`src/rtl/ide_bm_pkg.sv`:
```
package ide_bm_pkg;
  localparam logic [2:0] OFF_CMD  = 3'd0;
  localparam logic [2:0] OFF_STAT = 3'd2;
  localparam int CMD_START_BIT = 0;
  localparam int CMD_DIR_BIT   = 3;
  localparam int ST_ERR_BIT    = 1;
  localparam int ST_INT_BIT    = 2;
  localparam int PTR_BYTES     = 4;
  localparam logic [7:0] TF_DONE_VAL = 8'h50;

  typedef enum logic [2:0] {
    ENG_IDLE, ENG_FETCH, ENG_WAIT, ENG_MOVE, ENG_DONE
  } eng_state_e;

  typedef struct packed {
    logic        last;
    logic [14:0] unused;
    logic [15:0] nbytes;
    logic [31:0] base;
  } bm_desc_t;
endpackage

```
`src/rtl/ide_bm_regs.sv`:
```
module ide_bm_regs
  import ide_bm_pkg::*;
(
  input  logic        clk,
  input  logic        rst_n,
  input  logic        cfg_valid,
  input  logic        cfg_write,
  input  logic [2:0]  cfg_off,
  input  logic [2:0]  cfg_len,
  input  logic [31:0] cfg_wdata,
  output logic [31:0] cfg_rdata,
  output logic        cfg_rej,
  input  logic        done,
  input  logic        fail,
  output logic        go,
  output logic        idx_clr,
  output logic        go_dir,
  output logic [31:0] ptr,
  output logic        int_flag
);
  logic [31:0] ptr_q;
  logic        active_q, err_q, int_q, cmd_start_q, cmd_dir_q;
  logic [1:0]  lane;
  logic        in_ptr, ptr_bad, acc, wr, cmd_wr, stat_wr;
  logic [3:0]  span;
  logic [31:0] wshift, rshift;

  assign lane    = cfg_off[1:0];
  assign in_ptr  = cfg_off[2];
  assign span    = {1'b0, cfg_len} + {2'b00, lane};
  assign ptr_bad = (cfg_len == 3'd0) || (span > 4'd4);

  always_comb begin
    cfg_rej = cfg_valid && ((cfg_off == 3'd1) || (cfg_off == 3'd3) ||
              ((cfg_off == OFF_STAT) && (cfg_len != 3'd1)) || (in_ptr && ptr_bad));
  end

  assign acc     = cfg_valid && !cfg_rej;
  assign wr      = acc && cfg_write;
  assign cmd_wr  = wr && (cfg_off == OFF_CMD);
  assign stat_wr = wr && (cfg_off == OFF_STAT);
  assign go      = cmd_wr && cfg_wdata[CMD_START_BIT] && !active_q;
  assign idx_clr = cmd_wr && !cfg_wdata[CMD_START_BIT] && !active_q;
  assign go_dir  = cfg_wdata[CMD_DIR_BIT];
  assign ptr     = ptr_q;
  assign int_flag = int_q;

  assign wshift = cfg_wdata << {lane, 3'b000};
  assign rshift = ptr_q >> {lane, 3'b000};

  for (genvar b = 0; b < PTR_BYTES; b++) begin : g_ptr_byte
    always_ff @(posedge clk or negedge rst_n) begin
      if (!rst_n) ptr_q[8*b +: 8] <= 8'h00;
      else if (wr && in_ptr && (3'(b) >= {1'b0, lane}) && (4'(b) < span))
        ptr_q[8*b +: 8] <= wshift[8*b +: 8];
    end
  end

  always_ff @(posedge clk or negedge rst_n) begin
    if (!rst_n) begin
      active_q    <= 1'b0;
      err_q       <= 1'b0;
      int_q       <= 1'b0;
      cmd_start_q <= 1'b0;
      cmd_dir_q   <= 1'b0;
    end else begin
      if (cmd_wr) begin
        cmd_start_q <= cfg_wdata[CMD_START_BIT];
        cmd_dir_q   <= cfg_wdata[CMD_DIR_BIT];
      end
      if (done)    active_q <= 1'b0;
      else if (go) active_q <= 1'b1;
      err_q <= (err_q & ~(stat_wr & cfg_wdata[ST_ERR_BIT])) | (done & fail);
      int_q <= (int_q & ~(stat_wr & cfg_wdata[ST_INT_BIT])) | done;
    end
  end

  always_comb begin
    cfg_rdata = 32'h0;
    if (acc) begin
      if (cfg_off == OFF_CMD) begin
        cfg_rdata[CMD_START_BIT] = cmd_start_q;
        cfg_rdata[CMD_DIR_BIT]   = cmd_dir_q;
      end else if (cfg_off == OFF_STAT) begin
        cfg_rdata[2:0] = {int_q, err_q, active_q};
      end else if (in_ptr) begin
        for (int i = 0; i < PTR_BYTES; i++)
          if (3'(i) < cfg_len) cfg_rdata[8*i +: 8] = rshift[8*i +: 8];
      end
    end
  end

  assert_rej_keeps_ptr_R2: assert property (@(posedge clk) disable iff (!rst_n)
    cfg_valid && cfg_write && cfg_rej |=> $stable(ptr_q));
  assert_go_sets_active_R4: assert property (@(posedge clk) disable iff (!rst_n)
    go |=> active_q);
  assert_done_status_R6: assert property (@(posedge clk) disable iff (!rst_n)
    done |=> !active_q && int_q);
  assert_fail_sets_err_R9: assert property (@(posedge clk) disable iff (!rst_n)
    done && fail |=> err_q);
endmodule

```
`src/rtl/ide_bm_engine.sv`:
```
module ide_bm_engine
  import ide_bm_pkg::*;
#(
  parameter int AW   = 32,
  parameter int IDXW = 16,
  parameter int CNTW = 16
) (
  input  logic          clk,
  input  logic          rst_n,
  input  logic          go,
  input  logic          go_dir,
  input  logic          idx_clr,
  input  logic [AW-1:0] ptr,
  output logic          dr_valid,
  input  logic          dr_ready,
  output logic [AW-1:0] dr_addr,
  input  logic          dr_rvalid,
  input  logic [63:0]   dr_rdata,
  input  logic          src_valid,
  output logic          src_ready,
  input  logic [31:0]   src_data,
  output logic          wr_valid,
  input  logic          wr_ready,
  output logic [AW-1:0] wr_addr,
  output logic [31:0]   wr_data,
  input  logic          wr_err,
  output logic          done,
  output logic          fail
);
  localparam int WW = CNTW - 2;

  eng_state_e      state_q;
  logic [IDXW-1:0] idx_q;
  logic [AW-1:0]   addr_q;
  logic [WW-1:0]   left_q;
  logic            last_q, fail_q;
  bm_desc_t        desc;
  logic            wr_fire;

  assign desc      = bm_desc_t'(dr_rdata);
  assign dr_valid  = (state_q == ENG_FETCH);
  assign dr_addr   = ptr + (AW'(idx_q) << 3);
  assign wr_valid  = (state_q == ENG_MOVE) && src_valid;
  assign src_ready = (state_q == ENG_MOVE) && wr_ready;
  assign wr_addr   = addr_q;
  assign wr_data   = src_data;
  assign wr_fire   = wr_valid && wr_ready;
  assign done      = (state_q == ENG_DONE);
  assign fail      = fail_q;

  always_ff @(posedge clk or negedge rst_n) begin
    if (!rst_n) begin
      state_q <= ENG_IDLE;
      idx_q   <= '0;
      addr_q  <= '0;
      left_q  <= '0;
      last_q  <= 1'b0;
      fail_q  <= 1'b0;
    end else begin
      case (state_q)
        ENG_IDLE: begin
          if (idx_clr) idx_q <= '0;
          if (go) begin
            fail_q  <= !go_dir;
            state_q <= go_dir ? ENG_FETCH : ENG_DONE;
          end
        end
        ENG_FETCH: if (dr_ready) state_q <= ENG_WAIT;
        ENG_WAIT: if (dr_rvalid) begin
          addr_q <= AW'(desc.base);
          left_q <= desc.nbytes[CNTW-1:2];
          last_q <= desc.last;
          if (desc.nbytes[CNTW-1:2] == '0) begin
            idx_q   <= idx_q + 1'b1;
            state_q <= desc.last ? ENG_DONE : ENG_FETCH;
          end else begin
            state_q <= ENG_MOVE;
          end
        end
        ENG_MOVE: if (wr_fire) begin
          if (wr_err) begin
            fail_q  <= 1'b1;
            state_q <= ENG_DONE;
          end else begin
            addr_q <= addr_q + AW'(4);
            left_q <= left_q - 1'b1;
            if (left_q == WW'(1)) begin
              idx_q   <= idx_q + 1'b1;
              state_q <= last_q ? ENG_DONE : ENG_FETCH;
            end
          end
        end
        default: state_q <= ENG_IDLE;
      endcase
    end
  end

  assert_dr_hold_R11: assert property (@(posedge clk) disable iff (!rst_n)
    dr_valid && !dr_ready |=> dr_valid && $stable(dr_addr));
  assert_wr_addr_hold_R11: assert property (@(posedge clk) disable iff (!rst_n)
    wr_valid && !wr_ready |=> $stable(wr_addr));
  assert_dir0_fails_R10: assert property (@(posedge clk) disable iff (!rst_n)
    go && !go_dir |=> done && fail);
  assert_err_ends_R9: assert property (@(posedge clk) disable iff (!rst_n)
    wr_fire && wr_err |=> done && !wr_valid);
endmodule

```
`src/rtl/ide_bm_channel.sv`:
```
module ide_bm_channel
  import ide_bm_pkg::*;
#(
  parameter int IDXW = 16,
  parameter int CNTW = 16
) (
  input  logic        clk,
  input  logic        rst_n,
  input  logic        cfg_valid,
  input  logic        cfg_write,
  input  logic [2:0]  cfg_off,
  input  logic [2:0]  cfg_len,
  input  logic [31:0] cfg_wdata,
  output logic [31:0] cfg_rdata,
  output logic        cfg_rej,
  input  logic        irq_disable,
  output logic        irq,
  output logic        tf_set,
  output logic [7:0]  tf_status,
  output logic        dr_valid,
  input  logic        dr_ready,
  output logic [31:0] dr_addr,
  input  logic        dr_rvalid,
  input  logic [63:0] dr_rdata,
  input  logic        src_valid,
  output logic        src_ready,
  input  logic [31:0] src_data,
  output logic        wr_valid,
  input  logic        wr_ready,
  output logic [31:0] wr_addr,
  output logic [31:0] wr_data,
  input  logic        wr_err
);
  logic        go, idx_clr, go_dir, done, fail, int_flag;
  logic [31:0] ptr;

  ide_bm_regs u_regs (
    .clk(clk), .rst_n(rst_n), .cfg_valid(cfg_valid), .cfg_write(cfg_write),
    .cfg_off(cfg_off), .cfg_len(cfg_len), .cfg_wdata(cfg_wdata),
    .cfg_rdata(cfg_rdata), .cfg_rej(cfg_rej), .done(done), .fail(fail),
    .go(go), .idx_clr(idx_clr), .go_dir(go_dir), .ptr(ptr), .int_flag(int_flag)
  );

  ide_bm_engine #(.AW(32), .IDXW(IDXW), .CNTW(CNTW)) u_eng (
    .clk(clk), .rst_n(rst_n), .go(go), .go_dir(go_dir), .idx_clr(idx_clr),
    .ptr(ptr), .dr_valid(dr_valid), .dr_ready(dr_ready), .dr_addr(dr_addr),
    .dr_rvalid(dr_rvalid), .dr_rdata(dr_rdata), .src_valid(src_valid),
    .src_ready(src_ready), .src_data(src_data), .wr_valid(wr_valid),
    .wr_ready(wr_ready), .wr_addr(wr_addr), .wr_data(wr_data), .wr_err(wr_err),
    .done(done), .fail(fail)
  );

  assign irq       = int_flag && !irq_disable;
  assign tf_set    = done;
  assign tf_status = TF_DONE_VAL;
endmodule

```
`config.mk`:
```
export PLATFORM = sky130hd
export DESIGN_NAME = ide_bm_channel
export DESIGN_NICKNAME = d
export VERILOG_FILES = /design/src/rtl/ide_bm_pkg.sv /design/src/rtl/ide_bm_regs.sv /design/src/rtl/ide_bm_engine.sv /design/src/rtl/ide_bm_channel.sv
export SDC_FILE = /design/constraint.sdc
export NUM_CORES = 1
export LEC_CHECK = 0
export ABC_CLOCK_PERIOD_IN_PS = 9600
export BUFFER_PORTS_ARGS = -buffer_cell sky130_fd_sc_hd__buf_4
export CAP_MARGIN = 15
export CORE_MARGIN = 2
export CORE_UTILIZATION = 55
export CTS_CLUSTER_DIAMETER = 60
export CTS_CLUSTER_SIZE = 25
export DETAILED_ROUTE_END_ITERATION = 6
export PLACE_DENSITY_LB_ADDON = 0.1
export SYNTH_ARGS = -nofsm -noshare
export SYNTH_HDL_FRONTEND = slang
export SYNTH_SLANG_ARGS = --single-unit
```
`constraint.sdc`:
```
create_clock -name clk -period 9.6 [get_ports clk]
set_input_delay 1.92 -clock clk [delete_from_list [all_inputs] [get_ports clk]]
set_output_delay 1.92 -clock clk [all_outputs]
set_load 0.03 [all_outputs]
```
# After elaboration in Yosys (flattened, before gate mapping)
# Index checks and enable logic that the tools add are counted.
[classes] addsub=5 n_lt_le_gt_ge=12 n_eq_ne=19 n_shift=2 mux=44 n_bitwise=9 n_reduce_logical=45
[ops] op="$mux 32" count=5
[ops] op="$mux 16" count=6
[ops] op="$pmux 32 s2" count=1
[ops] op="$pmux 16 s3" count=1
[ops] op="$mux 14" count=3
[ops] op="$mux 3" count=11
[ops] op="$add 32x19->32" count=1
[ops] op="$add 32x3->32 const B" count=1
[ops] op="$mux 8" count=4
[ops] op="$shl 32x5->32" count=1
[ops] op="$shr 32x5->32" count=1
[ops] op="$mux 29" count=1
[ops] op="$mux 28" count=1
[ops] op="$pmux 14 s2" count=1
[ops] op="$logic_and 1x1->1" count=23
[ops] op="$add 16x1->16 const B" count=1
[ops] op="$eq 14x1->1 const B" count=1
[ops] op="$logic_not 14->1" count=1
[ops] op="$sub 14x1->14 const B" count=1
[ops] op="$eq 3x2->1 const B" count=4
[ops] op="$ne 2x2->1 const B" count=6
[ops] op="$pmux 3 s4" count=1
[ops] op="$logic_not 3->1" count=3
[ops] op="$lt 1x4->1 const A" count=2
[ops] op="other kinds (26)" count=55
[word_totals] regBits=104 wordCells=151

# Longest topological paths before layout
# Gate-level depths: netlist of run 1.
[depth] ltp_word=14 depth_mapped=9 depth_no_buf=9

# Cells and area by module
# From an unflattened synthesis of run 1, not the netlist that was laid out.
[unflattened] cells_unflattened=995 area_unflattened_um2=8134.1
[by_module_without_submodules] module="ide_bm_engine" n_inst=1 cells_per_inst=681 area_per_inst_um2=5286.3
[by_module_without_submodules] module="ide_bm_regs" n_inst=1 cells_per_inst=303 area_per_inst_um2=2766.4
[by_module_without_submodules] module="ide_bm_channel" n_inst=1 cells_per_inst=11 area_per_inst_um2=81.3

# Worst setup path before layout of run 1
# Ideal clock, no wire load.
[synth_path] path_type="input port to output port" from="input cfg_off[0]" to="output cfg_rdata[16]" t_arrival_ns=4.130 setup_slack_ns=3.550 cell_stages=8 n_path_buf=1 path_cell_list="ha_1 -> fa_1 -> o21ai_0 -> a32o_2 -> nand3_1 -> or3_1 -> clkbuf_1 -> nor2_1"
[synth_between] elab_chain_cells=9 elab_cells_between_ends=21
[synth_lines] item="start: declaration" line_no="ide_bm_channel.sv:11" text="input logic [2:0] cfg_off,"
[synth_lines] item="$add 3x2->4" line_no="ide_bm_regs.sv:30" text="assign span = {1'b0, cfg_len} + {2'b00, lane};"
[synth_lines] item="$gt 4x3->1" line_no="ide_bm_regs.sv:31" text="assign ptr_bad = (cfg_len == 3'd0) || (span > 4'd4);"
[synth_lines] item="$logic_or 1x1->1" line_no="ide_bm_regs.sv:31"
[synth_lines] item="$logic_and 1x1->1" line_no="ide_bm_regs.sv:35" text="((cfg_off == OFF_STAT) && (cfg_len != 3'd1)) || (in_ptr && ptr_bad));"
[synth_lines] item="$logic_or 1x1->1" line_no="ide_bm_regs.sv:35"
[synth_lines] item="$logic_and 1x1->1" line_no="ide_bm_regs.sv:34" text="cfg_rej = cfg_valid && ((cfg_off == 3'd1) || (cfg_off == 3'd3) ||"
[synth_lines] item="$logic_not 1->1" line_no="ide_bm_regs.sv:38" text="assign acc = cfg_valid && !cfg_rej;"
[synth_lines] item="$logic_and 1x1->1" line_no="ide_bm_regs.sv:38"
[synth_lines] item="$mux 32 *" line_no="ide_bm_regs.sv:80" text="if (acc) begin"
[synth_lines] item="end: declaration" line_no="ide_bm_channel.sv:14" text="output logic [31:0] cfg_rdata,"
# Every way passes the cells marked *; elsewhere a longest branch is shown, timed or not.

# Worst setup path in the final report of run 1
[layout_path] from="input cfg_off[0]" to="output cfg_rdata[21]"
# Same word-level chain as after synthesis.

==> impl_summary.txt, run 1 <==
----------------------------------------------------
[Global route]
  Initial antenna violation count ... 0
  Largest net degree at the start of global routing ... 78
  M3 GR Usage ... 4.579%
  Routing usage on met2 ... 46.24%
  Overflow after GRT ... 0
  Global route hottest layer ... met2
  Wire length of the first global-routing pass ... 35250 µm
  GR Util met1 ... 40.47%
  Via count of the first global-routing pass ... 6835
  Gr usage total ... 28.97%

[Run status]
  Result of the run ... completed

[Final layout]
  Area growth from synthesis to layout ... 19.83%
  Number of nets in the layout ... 1252
  Final instance count without filler cells ... 1268
  Final standard cell utilization of the core ... 67.95%
  Fraction of final layout cells sized beyond drive strength 1 ... 25.46%
  Antenna fix cells ... 0

[STA]
  Setup repair after global routing missed its margin ... no
  Accumulated negative setup slack ... 0 ns
  Number of failing setup endpoints in the final timing report ... 0
  Hold Worst Slack ... 0.4732 ns
  Worst max-slew margin expressed relative to the limit ... 31.77%
  Max-slew violations ... 0
  PnR worst setup slack ... 2.649 ns
  Clock period minus worst slack ... 6.951 ns
  Slew at the pin with the worst max-slew slack ... 1.024 ns
  Fmax ... 143.9 MHz
  Clock Skews ... 0.007769 ns
  Final Hold Viols ... 0
  Share of the clock period used by the worst path ... 72.41%

[Worst setup path]
  Endpoint required time on the critical path ... 7.68 ns
  Critical Path End Type ... output port
  Largest fanout of any net on the critical path ... 61
  Critical Setup Path Class ... input port to output port
  Path depth of the worst reg2reg path ... 6
  Critical Path Start Type ... input port
  Critical register-to-register path startpoint ... u_eng.state_q[1]
  Worst path arrival time ... 5.03 ns
  Critical Path Source ... cfg_off[0]
  Reg-to-reg endpoint ... u_eng.wr_addr[24]
  Worst R2R Setup Slack ... 6.73 ns

[Floorplanning]
  Starting density of the core ... 56.71%
  I/O pins ... 286
  Die area ... 15400 µm²
  Chip height ... 124.1 µm
  Width of the chip ... 124.1 µm
  Std cell rows ... 43
  Placeable core region ... 13990 µm²

[Synth]
  Number of instances in the synthesized netlist ... 957
  Netlist area before placement ... 7933 µm²
  Average cell area after synthesis ... 8.289 µm²
  Number of different library cells in the post-synthesis netlist ... 62
  Total of flip-flops plus latches after synthesis ... 104
  Flip-flop cell with the highest count after synthesis ... sky130_fd_sc_hd__dfrtp_1
  Warning count from the yosys run ... 0
  Ys async rst share ... 100.0%
  Part of the Yosys area used for sequential elements ... 32.81%
  EDFF count, synth ... 0

[Worst hold path]
  Launch point of the worst hold path ... u_regs.cmd_start_q
  Worst hold path stage count ... 2
  Hold-critical path endpoint ... u_regs.cmd_start_q
  Class of the tightest hold or removal check ... flip-flop to flip-flop

[CTS]
  Number of CTS-inserted buffers ... 9
  Number of gates given a new drive strength after cts ... 0
  TritonCTS sink count ... 104
  Worst skew pair latency ... 0.36 ns
  Maximum buffer depth of the clock tree ... 2
  Number of H-tree levels ... 3
  Clock transition at path regs ... 0.07 ns
  Cell at the root of the clock tree ... sky130_fd_sc_hd__clkbuf_16
  TritonCTS clock tree ... yes
  Post-CTS setup buffer count ... 0
  Number of buffers inserted by hold repair at cts ... 0

[Detailed routing]
  Routed wirelength normalized by instance count ... 17.68 µm
  Pre-antenna DRT Iters ... 5
  DRT antenna net count ... 0
  Count of unresolved DRC violations after routing ... 0
  Drt first-iter violations ... 502
  Via density per instance ... 5.987
  Wirelength, routed ... 22410 µm
  Detailed-route via count ... 7591

[Placement]
  Port buffer count ... 196
  Worst-case setup slack after placement ... 2.719 ns
  # placed instances ... 1252
  Weighted congestion at the end of routability-driven global placement ... 0.8992
  Post-DP HPWL ... 16350 µm

[Power and ir drop]
  Static Leak ... 0.004324 µW
  Maximum VDD drop ... 0.1672 mV
  Pwr Density ... 257.2 nW/µm²

[Run]
  Number of violations of the max-capacitance limit ... 0

----------------------------------------------------
## cell type report
type | instances | area [µm²]
clock buffer | 13 | 270.3
clock inverter | 2 | 37.54
fill | 1223 | 4483
inverter | 15 | 56.30
multi-input combinational | 750 | 4778
sequential | 104 | 2603
tap | 180 | 225.2
timing repair buffer | 204 | 1535
## metal layers
layer,vias up,wire (µm)
met1,3578,9618
met4,0,418
met5,-,0
met2,295,10740
li1,3690,-
met3,28,1632
## through the flow
| step | instance area, µm² | power [µW] |
|---|---|---|
| after floorplan | 7955 | 1655 |
| after global placement | 9186 | 2034 |
| after detailed placement | 9186 | 2055 |
| after CTS | 9494 | 2443 |
| after global routing | 9505 | 2609 |
| final | 9505 | 2445 |
## how the worst max path moves through the flow
stage	end
after floorplan	cfg_rdata[16]
after global placement	cfg_rdata[31]
after detailed placement	cfg_rdata[25]
after CTS	cfg_rdata[25]
after global routing	cfg_rdata[26]
final	cfg_rdata[21]
## layout by cell type (no fill, tap or decap), types with 3 or more instances in the layout
cell type | synthesis | layout
sky130_fd_sc_hd__nor3_1 | 20 | 20
sky130_fd_sc_hd__a21oi_1 | 85 | 85
sky130_fd_sc_hd__o22ai_1 | 12 | 12
sky130_fd_sc_hd__nand4_1 | 16 | 16
sky130_fd_sc_hd__o21ai_0 | 74 | 74
sky130_fd_sc_hd__nor3b_1 | 7 | 7
sky130_fd_sc_hd__buf_4 | 43 | 203
sky130_fd_sc_hd__a2bb2oi_1 | 12 | 12
sky130_fd_sc_hd__nor2b_1 | 9 | 9
sky130_fd_sc_hd__o21a_1 | 4 | 4
sky130_fd_sc_hd__clkbuf_8 | 0 | 3
sky130_fd_sc_hd__xnor2_1 | 20 | 20
sky130_fd_sc_hd__dfrtp_1 | 104 | 104
sky130_fd_sc_hd__o22a_1 | 3 | 3
sky130_fd_sc_hd__conb_1 | 2 | 8
sky130_fd_sc_hd__ha_1 | 22 | 22
sky130_fd_sc_hd__and3_1 | 17 | 17
sky130_fd_sc_hd__nand2b_1 | 8 | 8
sky130_fd_sc_hd__xor2_1 | 5 | 5
sky130_fd_sc_hd__a32oi_1 | 5 | 5
sky130_fd_sc_hd__and4_1 | 4 | 4
sky130_fd_sc_hd__or2_2 | 6 | 6
sky130_fd_sc_hd__clkbuf_16 | 0 | 9
sky130_fd_sc_hd__inv_1 | 15 | 15
sky130_fd_sc_hd__or3_1 | 8 | 8
sky130_fd_sc_hd__a31oi_1 | 17 | 17
sky130_fd_sc_hd__a211oi_1 | 11 | 11
sky130_fd_sc_hd__and2_1 | 11 | 10
sky130_fd_sc_hd__nor4_1 | 9 | 9
sky130_fd_sc_hd__nand3_1 | 33 | 33
sky130_fd_sc_hd__mux2_2 | 44 | 44
sky130_fd_sc_hd__a21o_1 | 8 | 8
sky130_fd_sc_hd__nor2_1 | 100 | 100
sky130_fd_sc_hd__nand2_1 | 90 | 90
sky130_fd_sc_hd__a22oi_1 | 3 | 3
sky130_fd_sc_hd__mux2i_1 | 39 | 39
sky130_fd_sc_hd__o32ai_1 | 6 | 6
## worst max-delay path, stage by stage
cell                      delay, ns
sky130_fd_sc_hd__buf_4         0.65
sky130_fd_sc_hd__ha_1          0.31
sky130_fd_sc_hd__fa_1          0.46
sky130_fd_sc_hd__o21ai_0       0.16
sky130_fd_sc_hd__a32o_2        0.27
sky130_fd_sc_hd__nand3_1       0.31
sky130_fd_sc_hd__or3_1         0.59
sky130_fd_sc_hd__nor2_1        0.16
sky130_fd_sc_hd__buf_4         0.17
## report_power, final
group          total, µW  internal (µW)  switching [µW]
Clock                386            222             163
Sequential           825            596             228
Combinational       1230            486             749
Total               2450           1300            1140
## cell families after synthesis
kind of cell | Yosys count | share of synthesized area, %
AOI/OAI and AO/OA | 263 | 20.41
xor gates and xnor gates | 25 | 2.760
adders and majority gates | 24 | 3.975
buffers and inverters | 109 | 7.303
DFF | 104 | 32.81
muxes | 84 | 11.45
other | 2 | 0.09467
and+or+nand+nor | 346 | 21.20
## synthesized netlist by cell type (all sizes together) (21+ instances only)
library cell	number	area share [%]
dfrtp	104	33
nand3	33	2.1
nand2	90	4.3
a21oi	85	5.4
ha	22	3.5
mux2	44	6.2
o21ai	76	4.8
clkbuf	37	1.8
nor2	100	4.7
nor3	21	1.4
buf	57	4.8
mux2i	39	4.9
## sequential cells by signal, indices dropped and copies added, names as in the netlist
signal and flops:
u_eng.state_q 3, u_eng.last_q 1, u_eng.fail 1, u_eng.left_q 14
u_regs.cmd_start_q 1, u_regs.active_q 1, u_regs.cmd_dir_q 1, u_regs.ptr 32
u_eng.wr_addr 32, u_eng.idx_q 16, u_regs.int_flag 1, u_regs.err_q 1
No activity file was read; power rests on OpenSTA's default activity.
==> run 2: changes to the inputs <==
--- a/config.mk
+++ b/config.mk
@@ -5,11 +5,11 @@
 export SDC_FILE = /design/constraint.sdc
 export NUM_CORES = 1
 export LEC_CHECK = 0
-export ABC_CLOCK_PERIOD_IN_PS = 9600
+export ABC_CLOCK_PERIOD_IN_PS = 6200
 export BUFFER_PORTS_ARGS = -buffer_cell sky130_fd_sc_hd__buf_4
 export CAP_MARGIN = 15
 export CORE_MARGIN = 2
-export CORE_UTILIZATION = 55
+export CORE_UTILIZATION = 46
 export CTS_CLUSTER_DIAMETER = 60
 export CTS_CLUSTER_SIZE = 25
 export DETAILED_ROUTE_END_ITERATION = 6
==> constraint.sdc (replaced) <==
create_clock -name clk -period 6.2 [get_ports clk]
set_input_delay 1.24 -clock clk [delete_from_list [all_inputs] [get_ports clk]]
set_output_delay 1.24 -clock clk [all_outputs]
set_load 0.03 [all_outputs]
==> run 2 against run 1 <==
Routed wire length increased by 0.95%. Clock skew about the same. Non-clock buffer count rose by 1. Global-route usage decreased by 4.7 points. Combinational power increased by 54%. Final cell count grew 3.7%. First-iteration DRC count fell by 21%. Critical path type unchanged. Highest routed layer unchanged.
==> impl_summary.txt, run 2 (synthesis results as in run 1) <==
----------------------------------------------------
[CTS]
  Clock transition at path regs ... 0.07 ns (about the same)
  TritonCTS sink count ... 104 (unchanged)
  Cell at the root of the clock tree ... sky130_fd_sc_hd__clkbuf_16
  Number of H-tree levels ... 3 (unchanged)
  Post-CTS setup buffer count ... 0 (unchanged)
  Number of gates given a new drive strength after cts ... 0 (unchanged)
  Number of buffers inserted by hold repair at cts ... 0 (unchanged)
  TritonCTS clock tree ... yes
  Number of CTS-inserted buffers ... 9 (unchanged)
  Maximum buffer depth of the clock tree ... 2 (unchanged)
  Worst skew pair latency ... 0.35 ns (about the same)

[Placement]
  Port buffer count ... 196 (unchanged)
  Weighted congestion at the end of routability-driven global placement ... 0.8463 (-5.9%)
  Worst-case setup slack after placement ... 1.129 ns (-1.589 ns)
  # placed instances ... 1299 (+3.8%)
  Post-DP HPWL ... 16920 µm (+3.5%)

[Floorplanning]
  Chip height ... 135.3 µm (+9.0%)
  Starting density of the core ... 46.51% (-10 points)
  Std cell rows ... 48 (+12%)
  Width of the chip ... 135.3 µm (+9.0%)
  I/O pins ... 286 (unchanged)
  Placeable core region ... 17060 µm² (+22%)
  Die area ... 18310 µm² (+19%)

[STA]
  Clock Skews ... 0.007737 ns (-0.00003245 ns)
  Max-slew violations ... 0 (unchanged)
  Accumulated negative setup slack ... 0 ns (unchanged)
  PnR worst setup slack ... 1.080 ns (-1.569 ns)
  Clock period minus worst slack ... 5.120 ns
  Number of failing setup endpoints in the final timing report ... 0 (unchanged)
  Worst max-slew margin expressed relative to the limit ... 42.85% (+11 points)
  Fmax ... 195.3 MHz
  Final Hold Viols ... 0 (unchanged)
  Setup repair after global routing missed its margin ... no
  Share of the clock period used by the worst path ... 82.58%
  Hold Worst Slack ... 0.4726 ns (-0.0005440 ns)
  Slew at the pin with the worst max-slew slack ... 0.8572 ns (-0.1663 ns)

[Final layout]
  Number of nets in the layout ... 1253 (+0.080%)
  Most common cell after layout, fill and taps aside ... sky130_fd_sc_hd__buf_4
  Most frequent cells in the layout ... sky130_fd_sc_hd__buf_4 (205), sky130_fd_sc_hd__dfrtp_1 (104), sky130_fd_sc_hd__nor2_1 (100)
  Fraction of final layout cells sized beyond drive strength 1 ... 25.69% (+0.23 points)
  Final instance count without filler cells ... 1315 (+3.7%)
  Final-layout fill cell count ... 1678 (+37%)
  Antenna fix cells ... 0 (unchanged)
  Area growth from synthesis to layout ... 20.91%

[Worst setup path]
  Most prevalent standard cell on the critical path ... sky130_fd_sc_hd__buf_4
  Top Family by Delay on Critical Path ... simple AND/OR/NAND/NOR gates
  Critical Path Source ... cfg_off[1]
  Largest fanout of any net on the critical path ... 53 (-13%)
  Critical Path Slowest Stage Cell ... sky130_fd_sc_hd__nor4b_2
  Critical Setup Path Class ... input port to output port
  Worst path max stage delay ... 0.59 ns (-0.06 ns)
  Worst path arrival time ... 3.88 ns (-1.15 ns)
  Path depth of the worst reg2reg path ... 7 (+1)
  Critical register-to-register path startpoint ... u_eng.state_q[1]
  Critical Path End Type ... output port
  Endpoint required time on the critical path ... 4.96 ns (-2.72 ns)
  Cells along the critical path ... buf_4 -> fa_1 -> o21ai_0 -> a32o_2 -> nand3_1 -> nor4b_2 -> and2_1 -> buf_4
  Buf/Inv on CP ... 2 (unchanged)
  Critical Path Start Type ... input port
  Worst R2R Setup Slack ... 3.50 ns (-3.23 ns)
  Reg-to-reg endpoint ... u_eng.idx_q[3]

[Global route]
  Via count of the first global-routing pass ... 6864 (+0.42%)
  Overflow after GRT ... 0 (unchanged)
  Wire length of the first global-routing pass ... 35550 µm (+0.86%)
  Initial antenna violation count ... 0 (unchanged)
  Gr usage total ... 24.23% (-4.7 points)
  Largest net degree at the start of global routing ... 62 (-21%)

[Worst hold path]
  Class of the tightest hold or removal check ... flip-flop to flip-flop
  Launch point of the worst hold path ... u_regs.cmd_start_q
  Worst hold path stage count ... 2 (unchanged)
  Hold-critical path endpoint ... u_regs.cmd_start_q

[Detailed routing]
  Pre-antenna DRT Iters ... 4 (-1)
  Drt first-iter violations ... 398 (-21%)
  Via density per instance ... 5.709 (-4.6%)
  Wirelength, routed ... 22630 µm (+0.95%)
  Detailed-route via count ... 7507 (-1.1%)
  Count of unresolved DRC violations after routing ... 0 (unchanged)
  DRT antenna net count ... 0 (unchanged)
  Routed wirelength normalized by instance count ... 17.21 µm (-2.7%)

[Power and ir drop]
  Maximum VDD drop ... 0.2308 mV (+38%)
  Pwr Density ... 398.4 nW/µm² (+55%)
  Static Leak ... 0.004344 µW (+0.47%)
  Power Total ... 3821 µW (+56%)

[Run]
  Number of violations of the max-capacitance limit ... 0 (unchanged)

[Run status]
  Result of the run ... completed

----------------------------------------------------
run 2: cell count changes in the layout (fill, tap and decap cells not counted), moves of 2 or more:
cell	previous run	this run
sky130_fd_sc_hd__buf_4	203	205
sky130_fd_sc_hd__clkbuf_8	3	0
sky130_fd_sc_hd__inv_6	0	2
sky130_fd_sc_hd__inv_8	0	2
run 2: how the worst max path moves through the flow:
| stage | to | slack [ns] | depth (start not counted) |
|---|---|---|---|
| 2_1_floorplan | cfg_rdata[16] | 1.51 | 8 |
| 3_3_place_gp | cfg_rdata[30] | 1.10 | 8 |
| 3_5_place_dp | cfg_rdata[26] | 1.13 | 8 |
| 4_1_cts | cfg_rdata[26] | 1.12 | 8 |
| 5_1_grt | cfg_rdata[26] | 0.84 | 8 |
| 6_report | cfg_rdata[26] | 1.08 | 8 |
run 2: per-layer routing:
metal,vias to the layer above,share of wire [%],global-route usage (%),wire [µm]
met1,3554,45,33.44,10250
met3,24,6.1,4.938,1378
met5,-,0,0,0
li1,3704,-,-,-
met4,0,1.3,5.671,294
met2,225,47,39.34,10700
run 2: tightest hold or removal path: stages, from the launching register on:
cell and delay, ns:
sky130_fd_sc_hd__dfrtp_1 0.34, sky130_fd_sc_hd__nand2_1 0.05, sky130_fd_sc_hd__nand2_1 0.05
run 2: metrics by stage:
stage / instance area, µm² / utilization (%)
detailed placement: 9258 / 54.28
global placement: 9258 / 54.28
CTS: 9592 / 56.24
global route: 9592 / 56.24
floorplan: 7955 / -
finish: 9592 / 56.24
run 2: final cells by class:
class	instances	area, µm²	area share (%)
clock inverters	7	108.9	1.135
inverters	15	56.30	0.5870
repair buffers	205	1539	16.04
clock buffers	9	225.2	2.348
flip-flops and latches	104	2603	27.13
well taps	225	281.5	2.935
multi-input cells	750	4778	49.82
run 2: report_power, final:
| group | leakage (µW) | internal (µW) | switching (µW) |
|---|---|---|---|
| clock | 0.000164 | 364 | 276 |
| sequential | 0.00128 | 923 | 354 |
| combinational | 0.00290 | 752 | 1150 |
| total | 0.00434 | 2040 | 1780 |
==> run 3: changes to the inputs <==
--- a/config.mk
+++ b/config.mk
@@ -5,11 +5,12 @@
 export SDC_FILE = /design/constraint.sdc
 export NUM_CORES = 1
 export LEC_CHECK = 0
-export ABC_CLOCK_PERIOD_IN_PS = 6200
+export ABC_AREA = 1
+export ABC_CLOCK_PERIOD_IN_PS = 4600
 export BUFFER_PORTS_ARGS = -buffer_cell sky130_fd_sc_hd__buf_4
 export CAP_MARGIN = 15
 export CORE_MARGIN = 2
-export CORE_UTILIZATION = 46
+export CORE_UTILIZATION = 47
 export CTS_CLUSTER_DIAMETER = 60
 export CTS_CLUSTER_SIZE = 25
 export DETAILED_ROUTE_END_ITERATION = 6
==> constraint.sdc (replaced) <==
create_clock -name clk -period 4.6 [get_ports clk]
set_input_delay 0.92 -clock clk [delete_from_list [all_inputs] [get_ports clk]]
set_output_delay 0.92 -clock clk [all_outputs]
set_load 0.03 [all_outputs]
==> run 3 against run 2 <==
Non-clock buffer count is the same. Register-to-register slack lost 1.9 ns. Sequential power grew 32%. Largest power group unchanged. Total power grew 39%.
==> impl_summary.txt, run 3 <==
----------------------------------------------------
[Run status]
  Result of the run ... completed

[Worst setup path]
  Path depth of the worst reg2reg path ... 11 (+4)
  Critical Path Source ... cfg_len[0]
  Critical Path End Type ... output port
  Buf/Inv on CP ... 4 (+2)
  Worst R2R Setup Slack ... 1.62 ns (-1.88 ns)
  Worst path arrival time ... 3.33 ns (-0.55 ns)
  Critical Path Slowest Stage Cell ... sky130_fd_sc_hd__fa_1
  Critical register-to-register path startpoint ... u_eng.state_q[1]
  Endpoint required time on the critical path ... 3.68 ns (-1.28 ns)
  Worst path max stage delay ... 0.52 ns (-0.07 ns)
  Endpoint of the most critical setup path ... cfg_rdata[31]
  Largest fanout of any net on the critical path ... 8 (-85%)
  Critical Setup Path Class ... input port to output port
  Logic depth of the worst setup path including buffers ... 13 (+5)
  Top Family by Delay on Critical Path ... simple AND/OR/NAND/NOR gates
  Reg-to-reg endpoint ... u_eng.wr_addr[9]
  Critical Path Start Type ... input port
  Cells along the critical path ... buf_4 -> ha_1 -> fa_1 -> inv_1 -> nand2_1 -> nand3_1 -> nand3_1 -> nand2_2 -> nand2_1 -> inv_1 -> nand4_1 -> nor3_1 -> buf_4

[Floorplanning]
  Width of the chip ... 138.9 µm (+2.6%)
  Chip height ... 138.9 µm (+2.6%)
  Starting density of the core ... 47.75% (+1.2 points)
  Std cell rows ... 49 (+2.1%)
  I/O pins ... 286 (unchanged)
  Placeable core region ... 17900 µm² (+5.0%)
  Die area ... 19280 µm² (+5.3%)

[CTS]
  TritonCTS clock tree ... yes
  Clock transition at path regs ... 0.07 ns (about the same)
  Maximum buffer depth of the clock tree ... 2 (unchanged)
  Number of buffers inserted by hold repair at cts ... 0 (unchanged)
  TritonCTS sink count ... 104 (unchanged)
  Number of gates given a new drive strength after cts ... 0 (unchanged)
  Number of CTS-inserted buffers ... 9 (unchanged)
  Number of H-tree levels ... 3 (unchanged)
  Cell at the root of the clock tree ... sky130_fd_sc_hd__clkbuf_16
  Worst skew pair latency ... 0.36 ns (about the same)
  Post-CTS setup buffer count ... 0 (unchanged)

[Detailed routing]
  Count of unresolved DRC violations after routing ... 0 (unchanged)
  Drt first-iter violations ... 519 (+30%)
  Detailed-route via count ... 9116 (+21%)
  DRT antenna net count ... 0 (unchanged)
  Pre-antenna DRT Iters ... 7 (+3)
  Via density per instance ... 5.569 (-2.5%)
  Wirelength, routed ... 27760 µm (+23%)
  Routed wirelength normalized by instance count ... 16.96 µm (-1.4%)

[Synth]
  Part of the Yosys area used for sequential elements ... 30.44% (-2.4 points)
  Cell taking the most area after synthesis ... sky130_fd_sc_hd__dfrtp_1
  Number of instances in the synthesized netlist ... 1265 (+32%)
  Share of the synthesized area in the top cell type ... 30.44% (-2.4 points)
  Average cell area after synthesis ... 6.757 µm² (-18%)
  Ys async rst share ... 100.0% (unchanged)
  Most common cell in the synthesized netlist ... sky130_fd_sc_hd__nand2_1
  Most numerous cell types in the synthesized netlist ... sky130_fd_sc_hd__nand2_1 (299), sky130_fd_sc_hd__nor2_1 (151), sky130_fd_sc_hd__inv_1 (117), sky130_fd_sc_hd__o21ai_0 (112), sky130_fd_sc_hd__dfrtp_1 (104)
  Number of different library cells in the post-synthesis netlist ... 48 (-23%)
  Total of flip-flops plus latches after synthesis ... 104 (unchanged)
  Netlist area before placement ... 8548 µm² (+7.8%)
  Dominant cells by area after synthesis ... sky130_fd_sc_hd__dfrtp_1 (30%), sky130_fd_sc_hd__nand2_1 (13%), sky130_fd_sc_hd__nor2_1 (6.6%)
  Warning count from the yosys run ... 0 (unchanged)
  Flip-flop cell with the highest count after synthesis ... sky130_fd_sc_hd__dfrtp_1
  EDFF count, synth ... 0 (unchanged)

[Power and ir drop]
  Maximum VDD drop ... 0.4375 mV (+90%)
  Pwr Density ... 521.7 nW/µm² (+31%)
  Static Leak ... 0.004932 µW (+14%)
  Power Total ... 5317 µW (+39%)

[STA]
  Fmax ... 235.4 MHz
  Setup repair after global routing missed its margin ... no
  Final Hold Viols ... 0 (unchanged)
  Accumulated negative setup slack ... 0 ns (unchanged)
  Max-slew violations ... 0 (unchanged)
  Clock period minus worst slack ... 4.248 ns
  Share of the clock period used by the worst path ... 92.34%
  Worst max-slew margin expressed relative to the limit ... 36.26% (-6.6 points)
  Number of failing setup endpoints in the final timing report ... 0 (unchanged)
  Slew at the pin with the worst max-slew slack ... 0.9474 ns (+0.09020 ns)
  Clock Skews ... 0.005378 ns (-0.002359 ns)

[Global route]
  Initial antenna violation count ... 0 (unchanged)
  Overflow after GRT ... 0 (unchanged)
  Via count of the first global-routing pass ... 8556 (+25%)
  Largest net degree at the start of global routing ... 72 (+16%)
  Gr usage total ... 28.23% (+4.0 points)
  Wire length of the first global-routing pass ... 44510 µm (+25%)

[Final layout]
  Most frequent cells in the layout ... sky130_fd_sc_hd__nand2_1 (299), sky130_fd_sc_hd__buf_4 (204), sky130_fd_sc_hd__nor2_1 (150)
  Area growth from synthesis to layout ... 19.23%
  Antenna fix cells ... 0 (unchanged)
  Number of nets in the layout ... 1571 (+25%)
  Fraction of final layout cells sized beyond drive strength 1 ... 18.32% (-7.4 points)
  Final standard cell utilization of the core ... 56.93% (+0.70 points)
  Most common cell after layout, fill and taps aside ... sky130_fd_sc_hd__nand2_1
  Final non-filler cell area ... 10190 µm² (+6.3%)
  Final instance count without filler cells ... 1637 (+24%)

[Run]
  Number of violations of the max-capacitance limit ... 0 (unchanged)

[Placement]
  Placement Cell Area ... 9886 µm² (+6.8%)
  Weighted congestion at the end of routability-driven global placement ... 0.9380 (+11%)
  # placed instances ... 1621 (+25%)
  Port buffer count ... 196 (unchanged)
  Post-DP HPWL ... 21200 µm (+25%)

[Worst hold path]
  Worst hold path stage count ... 2 (unchanged)
  Class of the tightest hold or removal check ... flip-flop to flip-flop

----------------------------------------------------
[run 3: worst min-delay path, cell delays in order, from the launching register on]
cell and delay [ns]:
sky130_fd_sc_hd__dfrtp_1 0.35, sky130_fd_sc_hd__nand2_1 0.05, sky130_fd_sc_hd__nand2_1 0.06
[run 3: worst min path at each step]
stage,startpoint,end,slack [ns]
2_1_floorplan,u_eng.fail,u_eng.fail,0.44
3_3_place_gp,u_eng.fail,u_eng.fail,0.46
3_5_place_dp,u_eng.fail,u_eng.fail,0.47
4_1_cts,u_eng.fail,u_eng.fail,0.49
5_1_grt,u_regs.cmd_start_q,u_regs.cmd_start_q,0.52
6_report,u_regs.cmd_start_q,u_regs.cmd_start_q,0.49
[run 3: cell type report]
cell class | instances | area [µm²]
Inverter | 121 | 454.2
Clock inverter | 5 | 53.80
Timing Repair Buffer | 205 | 1551
Sequential cell | 104 | 2603
Tap cell | 229 | 286.5
Multi-Input combinational cell | 962 | 4991
Fill cell | 1793 | 7710
Clock buffer | 11 | 252.7
[run 3: per-layer routing]
| layer | wire length [µm] | GRT usage, % |
|---|---|---|
| met1 | 11470 | 36.57 |
| met5 | 0 | 0 |
| met3 | 1938 | 4.489 |
| met4 | 959 | 10.58 |
| met2 | 13390 | 47.76 |
[run 3: cell families after synthesis]
kind of cell	synth area share [%]
adder cells (fa/ha/maj)	3.688
flip-flops	30.45
other	0.08785
multiplexers	0.2634
AND/OR/NAND/NOR	31.18
AO/OA/AOI/OAI	18.27
XOR/XNOR	4.611
buffers and inverters	11.46
[run 3: report_power, final]
group / switching, µW / internal [µW] / leakage, µW / total, µW
Combinational: 1880 / 933 / 0.00348 / 2820
Sequential: 441 / 1250 / 0.00129 / 1690
Clock: 362 / 452 / 0.000156 / 814
Total: 2690 / 2630 / 0.00493 / 5320
[run 3: metrics by stage]
step | hold slack (ns) | setup WS (ns)
6_report | 0.4892 | 0.3524
5_1_grt | 0.5247 | 0.1329
4_1_cts | 0.4904 | 0.3718
3_5_place_dp | 0.4697 | 0.3692
3_3_place_gp | 0.4608 | 0.4037
2_1_floorplan | 0.4418 | 0.5152
